===== config.mk =====
export PLATFORM = sky130hd
export DESIGN_NAME = dmag_top
export DESIGN_NICKNAME = d
export VERILOG_FILES = /design/src/rtl/dmag_pkg.sv /design/src/rtl/dmag_addr_ctr.sv /design/src/rtl/dmag_word_ctr.sv /design/src/rtl/dmag_end_detect.sv /design/src/rtl/dmag_top.sv
export SDC_FILE = /design/constraint.sdc
export NUM_CORES = 1
export LEC_CHECK = 0
export ABC_AREA = 1
export BUFFER_PORTS_ARGS = -buffer_cell sky130_fd_sc_hd__buf_2
export CAP_MARGIN = 20
export CORE_UTILIZATION = 45
export CTS_CLUSTER_SIZE = 25
export DETAILED_ROUTE_END_ITERATION = 10
export GPL_TIMING_DRIVEN = 0
export PLACE_DENSITY = 0.69
export SLEW_MARGIN = 20
export SYNTH_ARGS = -nofsm -noshare
export SYNTH_HDL_FRONTEND = slang
export SYNTH_HIERARCHICAL = 1
export SYNTH_SLANG_ARGS = --single-unit
export TNS_END_PERCENT = 30

===== constraint.sdc =====
create_clock -name clk -period 4.2 [get_ports clk]
set_clock_uncertainty 0.2 [all_clocks]
set_input_delay 0.42 -clock clk [delete_from_list [all_inputs] [get_ports clk]]
set_output_delay 0.42 -clock clk [all_outputs]
set_load 0.02 [all_outputs]

===== src/rtl/dmag_pkg.sv =====
package dmag_pkg;

    localparam int MODE_BITS = 3;

    typedef enum logic [2:0] {
        CMD_WR_MODE = 3'd0,
        CMD_RD_MODE = 3'd1,
        CMD_RD_WC   = 3'd2,
        CMD_RD_ADDR = 3'd3,
        CMD_RESTORE = 3'd4,
        CMD_LD_ADDR = 3'd5,
        CMD_LD_WC   = 3'd6,
        CMD_STEP    = 3'd7
    } dmag_cmd_e;

    typedef enum logic [1:0] {
        END_WC_ONE   = 2'd0,
        END_WC_CMP   = 2'd1,
        END_ADDR_CMP = 2'd2,
        END_WC_BORROW = 2'd3
    } dmag_end_e;

    typedef struct packed {
        logic      addr_down;
        dmag_end_e end_sel;
    } dmag_mode_t;

    function automatic logic wc_counts_up(dmag_mode_t m);
        return m.end_sel == END_WC_CMP;
    endfunction

endpackage


===== src/rtl/dmag_addr_ctr.sv =====
module dmag_addr_ctr #(
    parameter int W = 16
) (
    input  logic         clk,
    input  logic         rst,
    input  logic         load,
    input  logic         restore,
    input  logic         step,
    input  logic         down,
    input  logic [W-1:0] din,
    output logic [W-1:0] addr,
    output logic [W-1:0] addr_next
);
    logic [W-1:0] shadow_q;

    assign addr_next = down ? addr - W'(1) : addr + W'(1);

    always_ff @(posedge clk) begin
        if (rst) begin
            addr     <= '0;
            shadow_q <= '0;
        end else if (load) begin
            addr     <= din;
            shadow_q <= din;
        end else if (restore) begin
            addr <= shadow_q;
        end else if (step) begin
            addr <= addr_next;
        end
    end

    // R5 upward step advances by one
    a_r5_step_up: assert property (@(posedge clk) disable iff (rst)
        step && !down |=> addr == $past(addr) + W'(1));
    // R5 downward step retreats by one
    a_r5_step_down: assert property (@(posedge clk) disable iff (rst)
        step && down |=> addr == $past(addr) - W'(1));
    // R11 restore brings back the saved start address
    a_r11_addr_restore: assert property (@(posedge clk) disable iff (rst)
        restore |=> addr == $past(shadow_q));
endmodule


===== src/rtl/dmag_word_ctr.sv =====
module dmag_word_ctr #(
    parameter int W = 16
) (
    input  logic         clk,
    input  logic         rst,
    input  logic         load,
    input  logic         restore,
    input  logic         step,
    input  logic         up,
    input  logic [W-1:0] din,
    output logic [W-1:0] wc,
    output logic [W-1:0] wc_next,
    output logic [W-1:0] shadow
);
    assign wc_next = up ? wc + W'(1) : wc - W'(1);

    always_ff @(posedge clk) begin
        if (rst) begin
            wc     <= '0;
            shadow <= '0;
        end else if (load) begin
            shadow <= din;
            wc     <= up ? '0 : din;
        end else if (restore) begin
            wc <= up ? '0 : shadow;
        end else if (step) begin
            wc <= wc_next;
        end
    end

    // R7 compare modes start the counter from zero
    a_r7_start_zero: assert property (@(posedge clk) disable iff (rst)
        (load || restore) && up |=> wc == '0);
    // R4 count load fills the shadow
    a_r4_shadow_load: assert property (@(posedge clk) disable iff (rst)
        load |=> shadow == $past(din));
endmodule


===== src/rtl/dmag_end_detect.sv =====
module dmag_end_detect
    import dmag_pkg::*;
#(
    parameter int W = 16
) (
    input  logic         clk,
    input  logic         rst,
    input  logic         step,
    input  logic         clear,
    input  dmag_end_e    end_sel,
    input  logic [W-1:0] wc,
    input  logic [W-1:0] wc_next,
    input  logic [W-1:0] target,
    input  logic [W-1:0] addr_next,
    output logic         done
);
    logic hit;

    always_comb begin
        unique case (end_sel)
            END_WC_ONE:    hit = (wc == W'(1));
            END_WC_CMP:    hit = (wc_next == target);
            END_ADDR_CMP:  hit = (addr_next == target);
            END_WC_BORROW: hit = (wc == '0);
            default:       hit = 1'b0;
        endcase
    end

    always_ff @(posedge clk) begin
        if (rst)              done <= 1'b0;
        else if (clear)       done <= 1'b0;
        else if (step && hit) done <= 1'b1;
    end

    // R10 done holds until a clearing command
    a_r10_done_sticky: assert property (@(posedge clk) disable iff (rst)
        done && !clear |=> done);
    // R11 clearing commands drop done
    a_r11_clear_drops: assert property (@(posedge clk) disable iff (rst)
        clear |=> !done);
endmodule


===== src/rtl/dmag_top.sv =====
module dmag_top
    import dmag_pkg::*;
#(
    parameter int W = 16
) (
    input  logic         clk,
    input  logic         rst,
    input  logic         cmd_valid,
    input  logic [2:0]   cmd,
    input  logic [W-1:0] data_in,
    output logic [W-1:0] data_out,
    output logic [W-1:0] addr_out,
    output logic         done
);
    dmag_cmd_e    cmd_e;
    dmag_mode_t   mode;
    logic [MODE_BITS-1:0] mode_q;
    logic         ld_addr, ld_wc, restore, step, clear;
    logic [W-1:0] addr, addr_next, wc, wc_next, wc_shadow;

    assign cmd_e   = dmag_cmd_e'(cmd);
    assign mode    = dmag_mode_t'(mode_q);
    assign ld_addr = cmd_valid && cmd_e == CMD_LD_ADDR;
    assign ld_wc   = cmd_valid && cmd_e == CMD_LD_WC;
    assign restore = cmd_valid && cmd_e == CMD_RESTORE;
    assign step    = cmd_valid && cmd_e == CMD_STEP && !done;
    assign clear   = ld_addr || ld_wc || restore;

    always_ff @(posedge clk) begin
        if (rst)
            mode_q <= '0;
        else if (cmd_valid && cmd_e == CMD_WR_MODE)
            mode_q <= data_in[MODE_BITS-1:0];
    end

    dmag_addr_ctr #(.W(W)) u_addr (
        .clk(clk), .rst(rst), .load(ld_addr), .restore(restore), .step(step),
        .down(mode.addr_down), .din(data_in), .addr(addr), .addr_next(addr_next)
    );

    dmag_word_ctr #(.W(W)) u_wc (
        .clk(clk), .rst(rst), .load(ld_wc), .restore(restore), .step(step),
        .up(wc_counts_up(mode)), .din(data_in), .wc(wc), .wc_next(wc_next),
        .shadow(wc_shadow)
    );

    dmag_end_detect #(.W(W)) u_end (
        .clk(clk), .rst(rst), .step(step), .clear(clear), .end_sel(mode.end_sel),
        .wc(wc), .wc_next(wc_next), .target(wc_shadow), .addr_next(addr_next),
        .done(done)
    );

    always_comb begin
        data_out = '0;
        if (cmd_valid) begin
            case (cmd_e)
                CMD_RD_MODE: data_out = {{(W-MODE_BITS){1'b0}}, mode_q};
                CMD_RD_WC:   data_out = wc;
                CMD_RD_ADDR: data_out = addr;
                default:     data_out = '0;
            endcase
        end
    end

    assign addr_out = addr;

    // R10 a step command while done leaves the address alone
    a_r10_frozen_addr: assert property (@(posedge clk) disable iff (rst)
        done && cmd_valid && cmd_e == CMD_STEP |=> $stable(addr_out));
    // R2 mode write takes only the low bits
    a_r2_mode_write: assert property (@(posedge clk) disable iff (rst)
        cmd_valid && cmd_e == CMD_WR_MODE |=> mode_q == $past(data_in[MODE_BITS-1:0]));
endmodule


==> flow_summary.toml <==
[setup_path]
arrival_ns = 3.71
r2r-start = "mode[0]"
critPathMostFrequentCell = "nand2_1"
r2r_setup_slack_ns = 0.56
rr_endpoint = "u_end/done"
cp.buffers_inverters = 4
start_kind = "flop"
path_class = "flop to flop"
crit_slowest_cell = "ha_1"
crit_chain = "inv_1, nor2_1, inv_2, buf_2, ha_1, or2_4, nand3b_1, nand2_2, nand2_1, nand3_1, and2_1, nand2_1, nand2_1, nand2_1, nand2_1, inv_1, nand3_1, nor2_1, nand3_1, nand2_1, nand2_1, a21oi_1"
worstRegToRegCells = 22
endpoint_kind = "flop"
critPathTopFamily = "simple AND/OR/NAND/NOR gates"
cp_max_fo = 23
cpPeakStageDelay_ns = 0.41
worstPathRequired_ns = 4.27

[floorplanning]
fp.dieW_um = 115
num_rows = 40
fp.dieArea_um2 = 13100
start_util = 0.469
ios = 55
die_height_um = 115
core-area_um2 = 12200

[synthesis]
synth_area_um2 = 5710
synth-seq-cells = 68
synth.distinct_cells = 38
synthArstFlopShare = 0
synth_top_area_cell = "dfxtp_1"
synth_area_leaders = "dfxtp_1, nand2_1, a21oi_1"
synth_top_cell_area_share = 0.239
ys_warn_count = 6
synth-edff-count = 0
yosysSeqAreaShare = 0.239
ys.flop_type = "dfxtp_1"
avgSynthCellArea_um2 = 5.87
synthCells = 972
syn-num-nets = 1027

[detailed_routing]
ant_nets = 0
routedWlPerCell_um = 14.0
drt-total-wl_um = 17000
drcViolationCount = 0
avgViaCountPerCell = 5.17
dr.pass1.iters = 5
drt_iter0_drc = 526
dr_total_vias = 6248

[clocking]
cts_tree = "done"
clock-sinks = 68
cts_max_level = 3
cts_root_buffer = "clkbuf_16"
numCtsBuffers = 9
path_clk_slew_ns = 0.05
clk_latency_ns = 0.34
clock_path_buffers = 2

[sta]
final.setup.tns_ns = 0
fin_crit_sh = 0.867
relSlewSlack = 0.351
worst_pin_slew_ns = 0.966
max_freq_ghz = 0.275
rsz0062_at_grt = "false"
hold_violations = 0
setup_viol = 0
drv_slew = 0
hold_ws_ns = 0.163
finalCriticalPeriod_ns = 3.64

[power_and_ir_drop]
ir_drop_mv = 0.231
combPwrFrac = 0.328
power-per-cell-area_nw_per_um2 = 345
p_clk_frac = 0.350
p_sw_uw = 794
switching_share = 0.355
cellInternalPower_mw = 1.45
seq_power_share = 0.323
leakagePower_nw = 3.37

[outcome]
outcome = "finished, final reports clean"

[job]
drv_cap = 0

[worst_hold_path]
hold_path_class = "input pin to flop"
hold_end = "u_addr/shadow_q[11]"
worstHoldStart = "data_in[11]"
hold_path_depth = 3

[grt]
grt_first_pass_wirelength_um = 27500
overflow = 0
grt_pass1_vias = 5589
grt_max_degree = 24
antenna_found_initial = 0
track_usage = 0.270

[cells_and_area]
diodes = 0
area_growth_syn_to_layout_pct = 13.7
drive_gt1_frac = 0.110
final_nets = 1091

[place]
dpl.hpwl_um = 13500
place.gp.congestion = 0.894
io_buffers = 53
cells in the mapped netlist (2+ instances only):
library cell  count
a21oi_1         117
a31oi_1           5
and2_1            8
buf_2            13
buf_4             3
buf_6             5
clkbuf_1          8
dfxtp_1          68
fa_1              2
ha_1             31
inv_1           123
inv_2             7
nand2_1         358
nand2_2           5
nand3_1          55
nand3b_1          4
nand4_1          13
nor2_1           43
nor2_2            3
nor2_8            2
nor3_1            7
nor3_2            2
o211ai_1          2
o21ai_0          46
o21ai_1          13
or2_1             2
or2_2             2
xnor2_1           7
xor2_1            9
per-stage QoR:
step	area, um2	total power, mW	instances	util	worst slack (ns)
3_5_place_dp	6180	1.46	1193	0.508	0.0281
4_1_cts	6490	2.24	1208	0.533	0.209
6_report	6490	2.24	1208	0.533	0.558
5_1_grt	6490	2.38	1208	0.533	0.152
2_1_floorplan	5710	1.27	972	-	0.909
3_3_place_gp	6180	1.45	1193	0.508	0.0544
tightest hold or removal path: cells and delay by family:
family / cells / cell delay [ns]
simple gates: 1 / 0.06
compound gates: 1 / 0.05
buf+inv: 1 / 0.12
power groups by stage:
stage | Clock, mW | Sequential (mW) | Combinational (mW)
final | 0.783 | 0.723 | 0.734
after detailed placement | 0 | 0.736 | 0.724
after global routing | 0.817 | 0.727 | 0.833
after floorplan | 0 | 0.734 | 0.538
after global placement | 0 | 0.737 | 0.718
after CTS | 0.786 | 0.723 | 0.728
cell type report:
| class | instances | area, um2 |
|---|---|---|
| fillers | 1281 | 5670 |
| multi-input cells | 743 | 3680 |
| flip-flops and latches | 68 | 1360 |
| inverters | 131 | 492 |
| clock buffers | 14 | 274 |
| repair buffers | 53 | 265 |
| well taps | 168 | 210 |
| plain buffers | 30 | 179 |
| clock inverters | 1 | 30.0 |
registers in the layout, indices dropped and copies added, names as in the netlist:
signal	count
mode	3
u_addr/shadow_q	16
u_end/done	1
u_wc/shadow	16
u_addr/addr	16
u_wc/wc	16
per-layer routing:
metal | vias to the layer above | GRT usage | wire length, um
met5 | - | 0 | 0
met4 | 0 | 0.0528 | 177
met3 | 21 | 0.0455 | 999
met2 | 181 | 0.451 | 7670
met1 | 2807 | 0.366 | 8120
li1 | 3239 | - | -
logic make-up after synthesis:
logic type | synth area share
compound gates | 0.167
simple gates | 0.375
xor+xnor | 0.0274
buf+inv | 0.117
fa+ha+maj | 0.0750
flops | 0.239
placed cells by master (no fill, tap or decap), types with 5 or more instances in the layout:
| cell type | synthesis | final |
|---|---|---|
| inv_2 | 7 | 8 |
| xor2_1 | 9 | 9 |
| xnor2_1 | 7 | 7 |
| nand2_1 | 358 | 358 |
| a31oi_1 | 5 | 5 |
| and2_1 | 8 | 8 |
| nand3_1 | 55 | 55 |
| o21ai_0 | 46 | 46 |
| dfxtp_1 | 68 | 68 |
| buf_6 | 5 | 5 |
| nand2_2 | 5 | 5 |
| clkbuf_1 | 8 | 9 |
| clkbuf_16 | 0 | 9 |
| buf_2 | 13 | 67 |
| nand4_1 | 13 | 13 |
| a21oi_1 | 117 | 117 |
| nor3_1 | 7 | 7 |
| inv_1 | 123 | 123 |
| o21ai_1 | 13 | 13 |
| nor2_1 | 43 | 43 |
| ha_1 | 31 | 31 |
how the worst max path moves through the flow:
stage             from          to  slack, ns  cells past startpoint
3_5_place_dp   mode[0]  u_end/done       0.03                     21
6_report       mode[0]  u_end/done       0.56                     22
5_1_grt        mode[0]  u_end/done       0.15                     23
3_3_place_gp   mode[0]  u_end/done       0.05                     21
2_1_floorplan  mode[0]  u_end/done       0.91                     20
4_1_cts        mode[0]  u_end/done       0.21                     21
what timing repair did:
action,CTS,global route
hold buffers,0,0
pin swaps,0,0
resized for setup,1,2
setup endpoints to repair,1,1
hold endpoints to repair,0,0
setup buffers,0,0
No activity file was read; power rests on OpenSTA's default activity.
